--- src/rtl/dxl_pkg.sv ---
package dxl_pkg;

  localparam int PG_OFFS_W = 12;
  localparam int VPN_FLD_W = 9;

  typedef enum logic [2:0] {
    FLT_NONE  = 3'd0,
    FLT_LD_PF = 3'd1,
    FLT_ST_PF = 3'd2,
    FLT_LD_AF = 3'd3,
    FLT_ST_AF = 3'd4
  } fault_e;

  function automatic logic [3:0] cause_code(input fault_e f);
    case (f)
      FLT_LD_PF: cause_code = 4'd13;
      FLT_ST_PF: cause_code = 4'd15;
      FLT_LD_AF: cause_code = 4'd5;
      FLT_ST_AF: cause_code = 4'd7;
      default:   cause_code = 4'd0;
    endcase
  endfunction

endpackage

--- src/rtl/dxl_addr_form.sv ---
module dxl_addr_form
  import dxl_pkg::*;
#(
  parameter int PPNW      = 44,
  parameter int PT_LEVELS = 3,
  parameter int LVLW      = 2,
  localparam int SP_W     = (PT_LEVELS - 1) * VPN_FLD_W
) (
  input  logic [PPNW-1:0] ppn_i,
  input  logic [SP_W-1:0] vpn_lo_i,
  input  logic [LVLW-1:0] leaf_lvl_i,
  output logic [PPNW-1:0] ppn_o
);

  assign ppn_o[PPNW-1:SP_W] = ppn_i[PPNW-1:SP_W];

  for (genvar k = 0; k < PT_LEVELS - 1; k++) begin : g_fld
    logic take_va;
    assign take_va = (int'(leaf_lvl_i) > k);
    assign ppn_o[k*VPN_FLD_W +: VPN_FLD_W] = take_va ? vpn_lo_i[k*VPN_FLD_W +: VPN_FLD_W]
                                                     : ppn_i[k*VPN_FLD_W +: VPN_FLD_W];
  end

endmodule

--- src/rtl/dxl_fault_eval.sv ---
module dxl_fault_eval
  import dxl_pkg::*;
(
  input  logic   xlat_req_i,
  input  logic   bypass_req_i,
  input  logic   tlb_hit_i,
  input  logic   is_store_i,
  input  logic   user_mode_i,
  input  logic   sum_i,
  input  logic   mxr_i,
  input  logic   pte_r_i,
  input  logic   pte_w_i,
  input  logic   pte_x_i,
  input  logic   pte_u_i,
  input  logic   pte_d_i,
  input  logic   pmp_allow_i,
  input  logic   walk_page_err_i,
  input  logic   walk_acc_err_i,
  output logic   resp_valid_o,
  output fault_e fault_o
);

  logic priv_bad;
  logic ld_pf;
  logic st_pf;
  logic walk_err;

  always_comb begin
    priv_bad = user_mode_i ? !pte_u_i : (pte_u_i && !sum_i);
    ld_pf    = priv_bad || !(pte_r_i || (pte_x_i && mxr_i));
    st_pf    = priv_bad || !pte_w_i || !pte_d_i;
    walk_err = walk_page_err_i || walk_acc_err_i;
  end

  always_comb begin
    resp_valid_o = 1'b0;
    fault_o      = FLT_NONE;
    if (xlat_req_i && tlb_hit_i) begin
      resp_valid_o = 1'b1;
      if (is_store_i) begin
        if (st_pf)             fault_o = FLT_ST_PF;
        else if (!pmp_allow_i) fault_o = FLT_ST_AF;
      end else begin
        if (ld_pf)             fault_o = FLT_LD_PF;
        else if (!pmp_allow_i) fault_o = FLT_LD_AF;
      end
    end else if (xlat_req_i && walk_err) begin
      resp_valid_o = 1'b1;
      if (walk_page_err_i) fault_o = is_store_i ? FLT_ST_PF : FLT_LD_PF;
      else                 fault_o = FLT_LD_AF;
    end else if (bypass_req_i) begin
      resp_valid_o = 1'b1;
      if (!pmp_allow_i) fault_o = is_store_i ? FLT_ST_AF : FLT_LD_AF;
    end
  end

endmodule

--- src/rtl/dxl_resp_reg.sv ---
module dxl_resp_reg
  import dxl_pkg::*;
#(
  parameter int PLEN = 56,
  parameter int XLEN = 64
) (
  input  logic            clk_i,
  input  logic            rst_ni,
  input  logic            resp_valid_i,
  input  fault_e          fault_i,
  input  logic [PLEN-1:0] paddr_i,
  input  logic [XLEN-1:0] tval_i,
  output logic            valid_o,
  output logic [PLEN-1:0] paddr_o,
  output logic            exc_valid_o,
  output logic [XLEN-1:0] exc_cause_o,
  output logic [XLEN-1:0] exc_tval_o
);

  logic            valid_q, valid_n;
  fault_e          fault_q, fault_n;
  logic [PLEN-1:0] paddr_q, paddr_n;
  logic [XLEN-1:0] tval_q, tval_n;
  logic            data_en;

  always_comb begin
    data_en = resp_valid_i;
    valid_n = resp_valid_i;
    fault_n = resp_valid_i ? fault_i : FLT_NONE;
    paddr_n = data_en ? paddr_i : paddr_q;
    tval_n  = data_en ? tval_i : tval_q;
  end

  always_ff @(posedge clk_i or negedge rst_ni) begin
    if (!rst_ni) begin
      valid_q <= 1'b0;
      fault_q <= FLT_NONE;
    end else begin
      valid_q <= valid_n;
      fault_q <= fault_n;
    end
  end

  always_ff @(posedge clk_i) begin
    paddr_q <= paddr_n;
    tval_q  <= tval_n;
  end

  assign valid_o     = valid_q;
  assign paddr_o     = paddr_q;
  assign exc_valid_o = valid_q && (fault_q != FLT_NONE);
  assign exc_cause_o = XLEN'(cause_code(fault_q));
  assign exc_tval_o  = tval_q;

endmodule

--- src/rtl/dxl_xlate_resp.sv ---
module dxl_xlate_resp
  import dxl_pkg::*;
#(
  parameter int VLEN      = 39,
  parameter int PPNW      = 44,
  parameter int PT_LEVELS = 3,
  parameter int XLEN      = 64,
  localparam int PLEN     = PPNW + PG_OFFS_W,
  localparam int LVLW     = $clog2(PT_LEVELS),
  localparam int SP_W     = (PT_LEVELS - 1) * VPN_FLD_W
) (
  input  logic            clk_i,
  input  logic            rst_ni,
  input  logic            req_valid_i,
  input  logic            req_store_i,
  input  logic            req_misalign_i,
  input  logic [VLEN-1:0] req_vaddr_i,
  input  logic            xlat_en_i,
  input  logic            user_mode_i,
  input  logic            sum_i,
  input  logic            mxr_i,
  input  logic            tlb_hit_i,
  input  logic [PPNW-1:0] tlb_ppn_i,
  input  logic [LVLW-1:0] tlb_leaf_lvl_i,
  input  logic            pte_r_i,
  input  logic            pte_w_i,
  input  logic            pte_x_i,
  input  logic            pte_u_i,
  input  logic            pte_d_i,
  input  logic            pmp_allow_i,
  input  logic            walk_page_err_i,
  input  logic            walk_acc_err_i,
  output logic            hit_o,
  output logic [PPNW-1:0] ppn_o,
  output logic            valid_o,
  output logic [PLEN-1:0] paddr_o,
  output logic            exc_valid_o,
  output logic [XLEN-1:0] exc_cause_o,
  output logic [XLEN-1:0] exc_tval_o
);

  logic            xlat_req;
  logic            bypass_req;
  logic [PPNW-1:0] ppn_fix;
  logic [PLEN-1:0] paddr_d;
  logic [XLEN-1:0] tval_d;
  logic            resp_valid;
  fault_e          fault_d;

  always_comb begin
    xlat_req   = req_valid_i && xlat_en_i && !req_misalign_i;
    bypass_req = req_valid_i && !xlat_en_i && !req_misalign_i;
  end

  dxl_addr_form #(
    .PPNW      (PPNW),
    .PT_LEVELS (PT_LEVELS),
    .LVLW      (LVLW)
  ) u_form (
    .ppn_i      (tlb_ppn_i),
    .vpn_lo_i   (req_vaddr_i[PG_OFFS_W +: SP_W]),
    .leaf_lvl_i (tlb_leaf_lvl_i),
    .ppn_o      (ppn_fix)
  );

  dxl_fault_eval u_eval (
    .xlat_req_i      (xlat_req),
    .bypass_req_i    (bypass_req),
    .tlb_hit_i       (tlb_hit_i),
    .is_store_i      (req_store_i),
    .user_mode_i     (user_mode_i),
    .sum_i           (sum_i),
    .mxr_i           (mxr_i),
    .pte_r_i         (pte_r_i),
    .pte_w_i         (pte_w_i),
    .pte_x_i         (pte_x_i),
    .pte_u_i         (pte_u_i),
    .pte_d_i         (pte_d_i),
    .pmp_allow_i     (pmp_allow_i),
    .walk_page_err_i (walk_page_err_i),
    .walk_acc_err_i  (walk_acc_err_i),
    .resp_valid_o    (resp_valid),
    .fault_o         (fault_d)
  );

  always_comb begin
    hit_o   = xlat_req && tlb_hit_i;
    ppn_o   = ppn_fix;
    paddr_d = xlat_en_i ? {ppn_fix, req_vaddr_i[PG_OFFS_W-1:0]} : PLEN'(req_vaddr_i);
    tval_d  = XLEN'(req_vaddr_i);
  end

  dxl_resp_reg #(
    .PLEN (PLEN),
    .XLEN (XLEN)
  ) u_resp (
    .clk_i        (clk_i),
    .rst_ni       (rst_ni),
    .resp_valid_i (resp_valid),
    .fault_i      (fault_d),
    .paddr_i      (paddr_d),
    .tval_i       (tval_d),
    .valid_o      (valid_o),
    .paddr_o      (paddr_o),
    .exc_valid_o  (exc_valid_o),
    .exc_cause_o  (exc_cause_o),
    .exc_tval_o   (exc_tval_o)
  );

endmodule

--- config.mk ---
export PLATFORM = sky130hd
export DESIGN_NAME = dxl_xlate_resp
export DESIGN_NICKNAME = d
export VERILOG_FILES = /design/src/rtl/dxl_pkg.sv /design/src/rtl/dxl_addr_form.sv /design/src/rtl/dxl_fault_eval.sv /design/src/rtl/dxl_resp_reg.sv /design/src/rtl/dxl_xlate_resp.sv
export SDC_FILE = /design/constraint.sdc
export NUM_CORES = 1
export LEC_CHECK = 0
export ABC_AREA = 1
export BUFFER_PORTS_ARGS = -buffer_cell sky130_fd_sc_hd__buf_2
export CAP_MARGIN = 40
export CORE_AREA = 2 2 131 133
export DETAILED_ROUTE_END_ITERATION = 8
export DIE_AREA = 0 0 133 135
export SLEW_MARGIN = 20
export SYNTH_ARGS = -nofsm -noshare
export SYNTH_HDL_FRONTEND = slang
export SYNTH_SLANG_ARGS = --single-unit
export TNS_END_PERCENT = 100
--- constraint.sdc ---
create_clock -name clk_i -period 1.25 [get_ports clk_i]
set_input_delay 0.0625 -clock clk_i [delete_from_list [all_inputs] [get_ports clk_i]]
set_output_delay 0.0625 -clock clk_i [all_outputs]
set_load 0.02 [all_outputs]
# Yosys cells after proc, flatten, opt, wreduce, memory -nomap -nowiden
# Index checks and enable logic that the tools add are counted.
[classes] add_sub_neg=0 n_mul=0 n_div=0 n_lt_le_gt_ge=2 n_eq_ne=4 shifts=0 mux=21 n_bitwise=0 n_reduce_logical=22
[op_table] operator="39-bit two-way mux" count=1
[op_table] operator="3-bit two-way mux" count=11
[op_table] operator="9-bit two-way mux" count=2
[op_table] operator="4-bit one-hot mux with 4 select lines" count=1
[op_table] operator="1-bit logical AND" count=9
[op_table] operator="1-bit logical NOT" count=7
[op_table] operator="3-bit by 2-bit == test with 1-bit output, second input constant" count=2
[op_table] operator="1-bit logical OR" count=5
[op_table] operator="2-bit by 1-bit > comparator with 1-bit output, second input constant" count=2
[op_table] operator="1-bit two-way mux" count=4
[op_table] operator="2-bit two-way mux" count=2
[op_table] operator="3-bit by 1-bit == test with 1-bit output, second input constant" count=1
[op_table] operator="3-bit == test, second input constant" count=1
[op_table] operator="3-bit nonzero test" count=1
[totals] reg_bits=99 latchBits=0 ram_bits=0 mem_bits_ro=0 inputBits=103 output_inout_bits=231 elab_cells=54 memories=0

# Logic depth before layout (Yosys ltp)
[depth] word_depth=9 mapped_depth=9 ltp_nobuf=8

# Hierarchy
# A second synthesis with hierarchy kept.
[hier_totals] hier_cells=468 hier_area_um2=5512.8
[by_module_without_submodules] mod="dxl_resp_reg" n_inst=1 cells_per_inst=208 area_per_inst_um2=4255.3 seq_area_each_um2=3703.6
[by_module_without_submodules] mod="dxl_xlate_resp" n_inst=1 cells_per_inst=131 area_per_inst_um2=533.0 seq_area_each_um2=0.0
[by_module_without_submodules] mod="dxl_addr_form" n_inst=1 cells_per_inst=85 area_per_inst_um2=531.8 seq_area_each_um2=0.0
[by_module_without_submodules] mod="dxl_fault_eval" n_inst=1 cells_per_inst=44 area_per_inst_um2=192.7 seq_area_each_um2=0.0

# Worst setup path after synthesis
# OpenSTA, ideal clock, no wires.
[synth_path] path_type="input port to flip-flop" start="in xlat_en_i" end="reg u_resp.tval_q[12] (netlist: u_resp.exc_tval_o[12]), enable pin" setup_time_ns=0.444 arrival_time_ns=2.352 required_time_ns=0.806 slack_ns=-1.547 path_stages=5 n_path_buf=2 cell_sequence="buf_4 > inv_1 > buf_2 > o21ai_0 > nand2_1"
[synth_via] elab_chain_len=6 word_cells_on_any_way=10 cone_classes="3 x mux; 7 x reduce/logical"
[synth_lines] item="from (decl)" line_no="dxl_xlate_resp.sv:18" source="input logic xlat_en_i,"
[synth_lines] item="1-bit logical NOT" line_no="dxl_xlate_resp.sv:52" source="bypass_req = req_valid_i && !xlat_en_i && !req_misalign_i;"
[synth_lines] item="1-bit logical AND (2 in a row)" line_no="dxl_xlate_resp.sv:52"
[synth_lines] item="1-bit two-way mux" line_no="dxl_fault_eval.sv:51" source="end else if (bypass_req_i) begin"
[synth_lines] item="1-bit two-way mux" line_no="dxl_fault_eval.sv:47" source="end else if (xlat_req_i && walk_err) begin"
[synth_lines] item="1-bit two-way mux (*)" line_no="dxl_fault_eval.sv:38" source="if (xlat_req_i && tlb_hit_i) begin"
[synth_lines] item="named net resp_valid" line_no="dxl_xlate_resp.sv:47" source="logic resp_valid;"
[synth_lines] item="to (signal assigned)" line_no="dxl_resp_reg.sv:46" source="tval_q <= tval_n;"
[synth_lines] item="to (decl)" line_no="dxl_resp_reg.sv:23" source="logic [XLEN-1:0] tval_q, tval_n;"
# The timed path passes the listed nets; every way through them passes the cells marked *.
# A chain may end at the register's enable or synchronous reset.

# Worst setup path after layout
[layout_path] start="reg u_resp.fault_q[0]" end="out exc_cause_o[2]"
[layout_via] elab_chain_len=2 word_cells_on_any_way=5 cone_classes="4 x eq/ne; 1 x mux"
[layout_lines] item="from (decl)" line_no="dxl_resp_reg.sv:21" source="fault_e fault_q, fault_n;"
[layout_lines] item="from (signal assigned)" line_no="dxl_resp_reg.sv:40" source="fault_q <= fault_n;"
[layout_lines] item="3-bit == test, or another cell as far along" line_no="dxl_pkg.sv:15" source="case (f)"
[layout_lines] item="4-bit one-hot mux with 4 select lines (*)" line_no="dxl_pkg.sv:15"
[layout_lines] item="to (decl)" line_no="dxl_xlate_resp.sv:38" source="output logic [XLEN-1:0] exc_cause_o,"
# Mark *: on every way between the ends. The rest lies on a longest branch, timed or not.

==> impl_metrics.toml <==
[power_and_ir_drop]
power.leakage_nw = 3.18
power_frac_comb_pct = 24.5
p_int_w = 0.00554
peakVddDrop_mv = 0.579
power.density_mw_per_mm2 = 1260
p_sw_share_pct = 31.3
switchingPower_w = 0.00253
p_seq_share_pct = 44.4
clockPowerShare_pct = 31.1

[grt]
antenna_found_initial = 1
grt_pass1_wl_mm = 16.8
grt_pass1_vias = 3189
grt.total_usage_pct = 12.6
grt_max_degree = 41
globalRouteOverflowTotal = 0

[routing]
drc_errors = 0
drt-wirelength-per-cell_um = 12.8
ant_nets = 0
num_vias = 3513
finalWirelength_mm = 12.0
viasPerCell = 3.77
drt_iter0_markers = 107
first_pass_iters = 4

[logic_synthesis]
ys_warn_count = 0
synth_commonest_cells = "buf_4, edfxtp_1, nand2_1, inv_1, o21ai_0"
ys_async_sr_fraction_pct = 4.60
syn_avg_cell_area_um2 = 10.5
yosys.area.top_type = "edfxtp_1"
seq_area_frac_synth_pct = 57.1
ys_seq_elements = 87
synth_edf_count = 83
synthesis.area_mm2 = 0.00454
synth.most_common_cell = "buf_4"
netlist_instances = 433
synth_cell_types = 23
ys.flop_type = "edfxtp_1"
synthTopCellsByArea = "edfxtp_1, buf_4, nand2_1"
synth_top_area_share_pct = 54.9

[worst_setup_path]
worst-path-max-fanout = 3
path_buf_inv = 1
arrival_ns = 1.24
required_ns = 1.19
cpMaxStageDelayCell = "dfrtp_1"
cp.depth = 4
cp-start-kind = "register"
path_cells = "nand2_1 > nand2_2 > o21ai_2 > buf_6"
end_kind = "output pin"
path_delay_family = "flip-flops"
criticalPathCategory = "reg -> out"
slowest_delay_ns = 0.42

[clocking]
clkTransAtPathRegs_ns = 0.07
cts_setup_buffers = 0
clockBufferDepth = 2
numClockSinks = 87
cts.root.buffer_cell = "clkbuf_16"
tritoncts = "done"
numCtsBuffers = 9
htree_levels = 3

[sta]
post-route-period-util_pct = 104
fin_tns_setup_ns = -0.125
hold_viol_final = 0
finalCriticalPeriod_ns = 1.30
hold_slack_ns = 0.00290
rsz0062_at_grt = "yes"
layout_setup_ws_ns = -0.0533
setup_viol = 3
fmax_ghz = 0.767
slew_viol_final = 0

[floorplan]
fp.dieH_um = 135
ios = 334
initial_core_util_pct = 27.7
die-area_mm2 = 0.0180
die_x_um = 133
rows = 47
core_area_mm2 = 0.0164

[final_layout]
drive_above_1_share_pct = 43.1
multiInputGateArea_mm2 = 0.00113
area_growth_pct = 41.4
diodes = 0
fin_nets = 811
regArea_mm2 = 0.00259
nFillCells = 1625

[run_status]
status = "finished, violations left"
violations = "negative setup slack"

[place]
port_buffers = 248
place_hpwl_mm = 9.41
place.gp.congestion = 0.752

[min_path]
hold_class = "in -> reg"
whs_path_depth = 3

[flow_run]
maxCapViolations = 0
-- logic make-up after synthesis --
logic type,after synthesis,synth area share [%]
buf+inv,183,26.2
simple gates,119,11.1
flops,87,57.1
compound gates,43,5.60
other cells,1,0.0826
-- flip-flops by register name, indices dropped and copies added (netlist names) --
register and count:
u_resp.exc_tval_o 27, u_resp.valid_o 1, u_resp.fault_q 3, u_resp.paddr_o 56
-- through the flow --
step	cell area, um^2	worst slack (ns)	std cells	utilization [%]	power (W)
floorplan	4890	0.0104	517	-	0.00506
global placement	5530	0.0393	862	33.7	0.00545
detailed placement	5530	0.0278	862	33.7	0.00547
CTS	6400	-0.0695	933	39.0	0.00816
global route	6420	-0.121	933	39.1	0.00841
finish	6420	-0.0533	933	39.1	0.00807
-- final cells by class --
cell class	instances	share of cell area, %
tap	220	4.29
clock buffer	9	3.51
inverter	48	2.81
sequential	87	40.4
clock inverter	7	0.877
multi-input combinational	247	17.6
timing repair buffer	315	30.5
-- repair_timing --
action / 4_1_cts / 5_1_grt
hold endpoints to repair: 59 / 0
pin swaps: 3 / 1
hold buffers: 55 / 0
resized for setup: 14 / 6
endpoints found under the setup margin: 5 / 9
-- tightest hold or removal path, stage by stage --
cell	delay [ns]
buf_2	0.08
nand2_1	0.04
inv_1	0.05
-- final timing paths --
path	startpoint	to	slack, ns
worst max-delay path	u_resp.fault_q[0]	exc_cause_o[2]	-0.05
worst min-delay path	tlb_ppn_i[27]	u_resp.paddr_o[39]	0.003
max in group asynchronous	rst_ni	u_resp.valid_o	1.08
min in group asynchronous	rst_ni	u_resp.fault_q[1]	0.06
-- cell usage in the layout (no fill, tap or decap), types with 2 or more instances in the layout --
cell / instances
buf_2: 240
conb_1: 85
edfxtp_1: 83
nand2_1: 79
dlygate4sd3_1: 55
inv_1: 46
o21ai_0: 17
nor2_1: 16
buf_4: 14
nand2_2: 11
o21ai_2: 11
a21oi_1: 9
clkbuf_16: 9
nand3_1: 7
buf_12: 4
dfrtp_1: 4
a21oi_2: 2
inv_2: 2
clkinv_4: 2
clkinvlp_4: 2
buf_6: 2
-- power by group through the flow --
stage / registers [W] / logic, W / clock network [W]
final: 0.00359 / 0.00197 / 0.00251
after global routing: 0.00361 / 0.00212 / 0.00269
after CTS: 0.00359 / 0.00198 / 0.00259
after detailed placement: 0.00365 / 0.00182 / 0
after global placement: 0.00364 / 0.00181 / 0
after floorplan: 0.00400 / 0.00106 / 0
-- routing by layer --
layer	GRT usage, %	up-vias	part of all wire [%]
li1	-	1735	-
met1	12.8	1566	36
met2	23.3	194	53
met3	4.35	16	8.9
met4	5.32	2	2.1
met5	0	-	0.11
(Power assumes the default switching activity.)
